[config.mk]
export PLATFORM = sky130hd
export DESIGN_NAME = mp_regbank
export DESIGN_NICKNAME = d
export VERILOG_FILES = /design/src/rtl/mp_regbank_pkg.sv /design/src/rtl/mp_glob_ctrl.sv /design/src/rtl/mp_port_regs.sv /design/src/rtl/mp_irq_merge.sv /design/src/rtl/mp_regbank.sv
export SDC_FILE = /design/constraint.sdc
export NUM_CORES = 1
export LEC_CHECK = 0
export BUFFER_PORTS_ARGS = -buffer_cell sky130_fd_sc_hd__buf_4
export CORE_UTILIZATION = 34
export CTS_CLUSTER_SIZE = 12
export DETAILED_ROUTE_END_ITERATION = 8
export GPL_TIMING_DRIVEN = 0
export PLACE_DENSITY = 0.61
export RECOVER_POWER = 100
export SYNTH_ARGS = -nofsm -noshare
export SYNTH_HDL_FRONTEND = slang
export SYNTH_SLANG_ARGS = --single-unit
[constraint.sdc]
create_clock -name clk -period 2.5 [get_ports clk]
set_input_delay 0.5 -clock clk [delete_from_list [all_inputs] [get_ports clk]]
set_output_delay 0.5 -clock clk [all_outputs]
set_load 0.02 [all_outputs]
[src/rtl/mp_regbank_pkg.sv]
`timescale 1ns/1ps
// Package: shared address offsets and global-word field positions for the
// multi-port register bank. Assumes a 4-bit register offset inside each block.
package mp_regbank_pkg;
    localparam int OFF_W      = 4;   // width of the in-window register offset
    localparam int OFF_CTRL   = 0;   // per-port control word
    localparam int OFF_STAT   = 1;   // per-port latched status
    localparam int OFF_MASK   = 2;   // per-port interrupt enable mask
    localparam int BIT_DPR    = 0;   // data-path reset
    localparam int BIT_COR    = 1;   // 1 = clear latched bits on read
    localparam int BIT_DRVHI  = 4;   // 1 = drive interrupt high when idle
    localparam int BIT_BCAST  = 7;   // 1 = broadcast port writes
endpackage

[src/rtl/mp_glob_ctrl.sv]
`timescale 1ns/1ps
// Module: global control word. Holds the four writable settings and presents
// them as a read word with all other bits zero.
// Assumes: wr_en is a single-cycle strobe already qualified by address.
module mp_glob_ctrl
    import mp_regbank_pkg::*;
#(
    parameter int DATA_W = 16
) (
    input  logic              clk,
    input  logic              rst_n,
    input  logic              wr_en,
    input  logic [DATA_W-1:0] wdata,
    output logic              bcast,
    output logic              clr_on_rd,
    output logic              drive_hi,
    output logic              dpr,
    output logic [DATA_W-1:0] rd_word
);

    // Capture the writable fields; data-path reset comes out of reset set.
    always_ff @(posedge clk) begin
        if (!rst_n) begin
            bcast     <= 1'b0;
            clr_on_rd <= 1'b0;
            drive_hi  <= 1'b0;
            dpr       <= 1'b1;
        end else if (wr_en) begin
            bcast     <= wdata[BIT_BCAST];
            clr_on_rd <= wdata[BIT_COR];
            drive_hi  <= wdata[BIT_DRVHI];
            dpr       <= wdata[BIT_DPR];
        end
    end

    // Assemble the read view with unused bits tied to zero.
    always_comb begin
        rd_word            = '0;
        rd_word[BIT_BCAST] = bcast;
        rd_word[BIT_COR]   = clr_on_rd;
        rd_word[BIT_DRVHI] = drive_hi;
        rd_word[BIT_DPR]   = dpr;
    end

endmodule

[src/rtl/mp_port_regs.sv]
`timescale 1ns/1ps
// Module: one port's register set: control word, sticky latched status and
// interrupt mask, plus the port's interrupt request.
// Assumes: write/clear strobes are already decoded by the top; a clear and a
// new event on the same bit in one cycle leave the bit set.
module mp_port_regs #(
    parameter int DATA_W = 16,
    parameter int STAT_W = 8
) (
    input  logic              clk,
    input  logic              rst_n,
    input  logic              wr_ctrl,
    input  logic              wr_mask,
    input  logic              wr_clr,
    input  logic              rd_clr,
    input  logic [DATA_W-1:0] wdata,
    input  logic [STAT_W-1:0] evt,
    output logic [DATA_W-1:0] ctrl_q,
    output logic [STAT_W-1:0] stat_q,
    output logic [STAT_W-1:0] mask_q,
    output logic              irq_req
);

    logic [STAT_W-1:0] clr_vec;

    // Form the bits to clear from a write-one or a clearing read.
    always_comb begin
        clr_vec = '0;
        if (wr_clr) clr_vec = clr_vec | wdata[STAT_W-1:0];
        if (rd_clr) clr_vec = clr_vec | stat_q;
    end

    // Control and mask registers load from the host.
    always_ff @(posedge clk) begin
        if (!rst_n) begin
            ctrl_q <= '0;
            mask_q <= '0;
        end else begin
            if (wr_ctrl) ctrl_q <= wdata;
            if (wr_mask) mask_q <= wdata[STAT_W-1:0];
        end
    end

    // Latched status: clear requested bits, then OR in new events (set wins).
    always_ff @(posedge clk) begin
        if (!rst_n) stat_q <= '0;
        else        stat_q <= (stat_q & ~clr_vec) | evt;
    end

    // Request an interrupt while any enabled latched bit is set.
    assign irq_req = |(stat_q & mask_q);

endmodule

[src/rtl/mp_irq_merge.sv]
`timescale 1ns/1ps
// Module: combines per-port requests into one active-low interrupt line,
// modelled as a value plus an output enable for the idle drive choice.
// Assumes: req bits come straight from registered state.
module mp_irq_merge #(
    parameter int NUM_PORTS = 4
) (
    input  logic [NUM_PORTS-1:0] req,
    input  logic                 drive_hi,
    output logic                 irq_out,
    output logic                 irq_oe
);

    logic active;

    // Active when any port requests; idle enable follows the drive mode.
    always_comb begin
        active  = |req;
        irq_out = ~active;
        irq_oe  = active | drive_hi;
    end

endmodule

[src/rtl/mp_regbank.sv]
`timescale 1ns/1ps
// Module: top of the multi-port register bank. Decodes the host address,
// fans writes out to one port or all ports, builds the registered read data
// and drives the interrupt and data-path reset outputs.
// Assumes: host_wr and host_rd are single-cycle strobes, not both high at
// once; read data is undefined while broadcast mode is on.
module mp_regbank
    import mp_regbank_pkg::*;
#(
    parameter int NUM_PORTS = 4,
    parameter int ADDR_W    = 8,
    parameter int DATA_W    = 16,
    parameter int STAT_W    = 8
) (
    input  logic                          clk,
    input  logic                          rst_n,
    input  logic [ADDR_W-1:0]             host_addr,
    input  logic [DATA_W-1:0]             host_wdata,
    input  logic                          host_wr,
    input  logic                          host_rd,
    output logic [DATA_W-1:0]             host_rdata,
    input  logic [NUM_PORTS*STAT_W-1:0]   evt_in,
    output logic                          irq_out,
    output logic                          irq_oe,
    output logic                          dp_reset_out
);

    localparam int BLK_W = ADDR_W - OFF_W;

    logic [BLK_W-1:0]            blk;
    logic [OFF_W-1:0]            off;
    logic                        glob_hit;
    logic                        port_hit;
    logic                        bcast_q;
    logic                        cor_q;
    logic                        drv_q;
    logic                        dpr_q;
    logic [DATA_W-1:0]           glob_word;
    logic [DATA_W-1:0]           ctrl_q [NUM_PORTS];
    logic [STAT_W-1:0]           stat_q [NUM_PORTS];
    logic [STAT_W-1:0]           mask_q [NUM_PORTS];
    logic [NUM_PORTS-1:0]        req;
    logic [NUM_PORTS*STAT_W-1:0] stat_flat;
    logic [DATA_W-1:0]           rd_mux;

    // Split the address into block number and in-window offset.
    assign blk = host_addr[ADDR_W-1:OFF_W];
    assign off = host_addr[OFF_W-1:0];

    // Recognise the global word and any mapped port register.
    always_comb begin
        glob_hit = (host_addr == '0);
        port_hit = (blk >= BLK_W'(1)) && (blk <= BLK_W'(NUM_PORTS)) &&
                   (off <= OFF_W'(OFF_MASK));
    end

    mp_glob_ctrl #(.DATA_W(DATA_W)) u_glob (
        .clk       (clk),
        .rst_n     (rst_n),
        .wr_en     (host_wr && glob_hit),
        .wdata     (host_wdata),
        .bcast     (bcast_q),
        .clr_on_rd (cor_q),
        .drive_hi  (drv_q),
        .dpr       (dpr_q),
        .rd_word   (glob_word)
    );

    for (genvar p = 0; p < NUM_PORTS; p++) begin : g_port
        logic own_hit;
        logic wr_sel;

        // This port is addressed directly, or reached by a broadcast write.
        always_comb begin
            own_hit = port_hit && (blk == BLK_W'(p + 1));
            wr_sel  = host_wr && (bcast_q ? port_hit : own_hit);
        end

        mp_port_regs #(.DATA_W(DATA_W), .STAT_W(STAT_W)) u_port (
            .clk     (clk),
            .rst_n   (rst_n),
            .wr_ctrl (wr_sel && (off == OFF_W'(OFF_CTRL))),
            .wr_mask (wr_sel && (off == OFF_W'(OFF_MASK))),
            .wr_clr  (wr_sel && (off == OFF_W'(OFF_STAT)) && !cor_q),
            .rd_clr  (host_rd && own_hit && (off == OFF_W'(OFF_STAT)) && cor_q),
            .wdata   (host_wdata),
            .evt     (evt_in[p*STAT_W +: STAT_W]),
            .ctrl_q  (ctrl_q[p]),
            .stat_q  (stat_q[p]),
            .mask_q  (mask_q[p]),
            .irq_req (req[p])
        );

        assign stat_flat[p*STAT_W +: STAT_W] = stat_q[p];
    end

    mp_irq_merge #(.NUM_PORTS(NUM_PORTS)) u_irq (
        .req      (req),
        .drive_hi (drv_q),
        .irq_out  (irq_out),
        .irq_oe   (irq_oe)
    );

    // Select the addressed register; unmapped addresses give zero.
    always_comb begin
        rd_mux = '0;
        if (glob_hit) rd_mux = glob_word;
        for (int p = 0; p < NUM_PORTS; p++) begin
            if (port_hit && (blk == BLK_W'(p + 1))) begin
                if (off == OFF_W'(OFF_CTRL)) rd_mux = ctrl_q[p];
                if (off == OFF_W'(OFF_STAT)) rd_mux = DATA_W'(stat_q[p]);
                if (off == OFF_W'(OFF_MASK)) rd_mux = DATA_W'(mask_q[p]);
            end
        end
    end

    // Register read data on the read strobe and hold it otherwise.
    always_ff @(posedge clk) begin
        if (!rst_n)       host_rdata <= '0;
        else if (host_rd) host_rdata <= rd_mux;
    end

    assign dp_reset_out = dpr_q;

endmodule

==> flow_summary.json <==
{
  "hold_class": "in2reg",
  "dp_slack_ns": -0.840,
  "antenna_found_initial": 0,
  "dp.cells": 1108,
  "final_core_util": 0.423,
  "synth_edf_count": 0,
  "routedWlPerCell_um": 23.0,
  "synth_cell_types": 64,
  "holdBufCountCts": 0,
  "finalWeightedCongestion": 0.959,
  "syn_nets": 825,
  "critical_path_class": "in2reg",
  "min_period_ns": 2.47,
  "layout_commonest_cell": "dfxtp_1",
  "synthCells": 765,
  "worstMarginPinSlew_ns": 0.953,
  "drt_iter0_drc": 601,
  "drc": 0,
  "min_period_over_period": 0.987,
  "max-cap-violations": 0,
  "cp.required_ns": 2.82,
  "crit_fanout": 10,
  "grt_pass1_vias": 6057,
  "rsz0062_at_grt": "yes",
  "fp.dieH_um": 147,
  "antenna_cells": 0,
  "numCtsBuffers": 17,
  "nNetsFinal": 918,
  "hold_viol_final": 0,
  "ctsLongestPathBuffers": 2,
  "clk_latency_ns": 0.43,
  "grt_usage": 0.247,
  "synth_seq_cells": 148,
  "cts.sinks": 148,
  "power_density_mw_per_mm2": 663,
  "routed_wl_um": 26200,
  "yosysTopAreaCell": "dfxtp_1",
  "ir_worst_vdd_v": 0.000421,
  "vias_per_cell": 5.70,
  "final_cells": 1140,
  "grt_start_max_net_pins": 17,
  "post_dp_cell_area_mm2": 0.00807,
  "synth-seq-area-share": 0.413,
  "core_mm2": 0.0205,
  "worst_slack_ns": 0.0315,
  "syn_area_mm2": 0.00718,
  "cts_tree": "yes",
  "setup_viol": 0,
  "power_mw": 5.74,
  "leakagePower_nw": 3.50,
  "drive_gt1_frac": 0.155,
  "fmax_ghz": 0.405,
  "clock_skew_ns": 0.00954,
  "yosysWarnings": 0,
  "maxSlewViolCount": 0,
  "crit_path_end_kind": "register",
  "synth.area.top_cells": "dfxtp_1, mux2i_1, nand2_1, nor2b_1, a32o_1",
  "fin_area_mm2": 0.00866,
  "root_buffer": "clkbuf_16",
  "die_x_um": 147,
  "worstPathArrival_ns": 2.79,
  "clk_pin_slew_worst_paths_ns": 0.06,
  "async_flop_share": 0,
  "die_area_mm2": 0.0217,
  "rows": 52,
  "ioPinCount": 79,
  "synth_top_area_frac": 0.413,
  "avgSynthCellArea_um2": 9.39,
  "grt_pass1_wl_um": 39300,
  "firstDrtPassIters": 6,
  "cp-start-kind": "primary input",
  "dpl.hpwl_um": 19000,
  "final_cell_mix": "dfxtp_1, nand2_1, mux2i_1",
  "syn_to_final_growth_pct": 20.7,
  "slew_headroom": 0.364,
  "start_util": 0.350,
  "h-tree-depth": 4,
  "num_vias": 6493,
  "synth_ff_type": "dfxtp_1",
  "port_buffers": 72,
  "grt_overflow": 0,
  "status": "finished clean",
  "drtAntennaViolNets": 0
}
-- cell usage after synthesis, drive strengths merged (2+ instances only) --
cell / instances
o211ai: 2
nor3: 8
clkbuf: 32
nand3: 15
dfxtp: 148
nor4: 3
nor2b: 59
a221oi: 14
nor2: 17
a21boi: 3
nand4: 5
and3: 6
a21oi: 7
a31oi: 7
o22ai: 4
inv: 6
o21ai: 41
a32o: 26
a22oi: 30
and2: 10
o221ai: 5
a211oi: 2
mux2: 8
nand2b: 5
buf: 24
nor3b: 2
nand2: 120
a22o: 11
o21a: 5
o2bb2ai: 3
mux2i: 117
o31ai: 3
a32oi: 2
-- per-layer routing --
layer  global-route usage  vias to the layer above  routed length (um)
li1                     -                     2992                   -
met1                0.349                     3144               12000
met2                0.365                      319               11400
met3               0.0516                       38                2160
met4               0.0964                        0                 702
met5                    0                        -                   0
-- cell families after synthesis --
kind of cell    synth area share
mux                        0.176
compound gates             0.183
buf+inv                   0.0408
simple gates               0.187
flops                      0.413
fa+ha+maj                0.00139
-- worst max-delay path, stage by stage --
cell and delay, ns:
buf_4 0.13, clkbuf_2 0.21, nor3_1 0.46, nand4_1 0.38, o31ai_4 0.49, o21ai_0 0.35, a22o_1 0.26
-- stage by stage --
step	hold slack [ns]	setup TNS, ns
floorplan	0.436	0
global placement	0.445	-11.46
detailed placement	0.449	-10.90
CTS	0.266	0
global route	0.273	-0.0124
finish	0.275	0
-- path summary, 6_finish.rpt --
| kind | from | to | slack [ns] | depth (start not counted) |
|---|---|---|---|---|
| max reg2reg | u_glob.clr_on_rd$_SDFFE_PN0P_ | g_port[3].u_port.stat_q[7]$_SDFF_PN0_ | 0.15 | 4 |
| min reg2reg | host_rdata[11]$_SDFFE_PN0P_ | host_rdata[11]$_SDFFE_PN0P_ | 0.45 | 2 |
| min | evt_in[27] | g_port[3].u_port.stat_q[3]$_SDFF_PN0_ | 0.28 | 2 |
| max | host_addr[1] | g_port[2].u_port.stat_q[3]$_SDFF_PN0_ | 0.03 | 7 |
-- flip-flops by register name (all words and copies together), names as in the netlist --
name and count:
g_port.u_port.mask_q 32, u_glob.bcast 1, g_port.u_port.stat_q 32, host_rdata 16, u_glob.drive_hi 1, u_glob.clr_on_rd 1, u_glob.dpr 1, g_port.u_port.ctrl_q 64
-- final cells by class --
| type | instances | area (um2) |
|---|---|---|
| tap | 270 | 338 |
| timing repair buffer | 74 | 492 |
| clock buffer | 22 | 474 |
| multi-input combinational | 555 | 3960 |
| clock inverter | 9 | 151 |
| inverter | 6 | 22.5 |
| sequential | 148 | 2960 |
| fill | 2083 | 11800 |
| buffer | 56 | 259 |
-- power breakdown --
group | internal, mW | leakage [nW] | switching [mW]
clock | 1.74 | 0.306 | 1.01
combinational | 0.194 | 1.98 | 0.310
sequential | 2.42 | 1.20 | 0.0675
total | 4.35 | 3.50 | 1.39
-- timing repair --
| item | in CTS | in global routing |
|---|---|---|
| buffers inserted | 0 | 1 |
| resized for setup | 7 | 2 |
| pin swaps | 3 | 3 |
| endpoints found under the hold margin | 0 | 0 |
| setup endpoints to repair | 11 | 2 |
| cloned | 0 | 0 |
No activity file was read; power rests on OpenSTA's default activity.
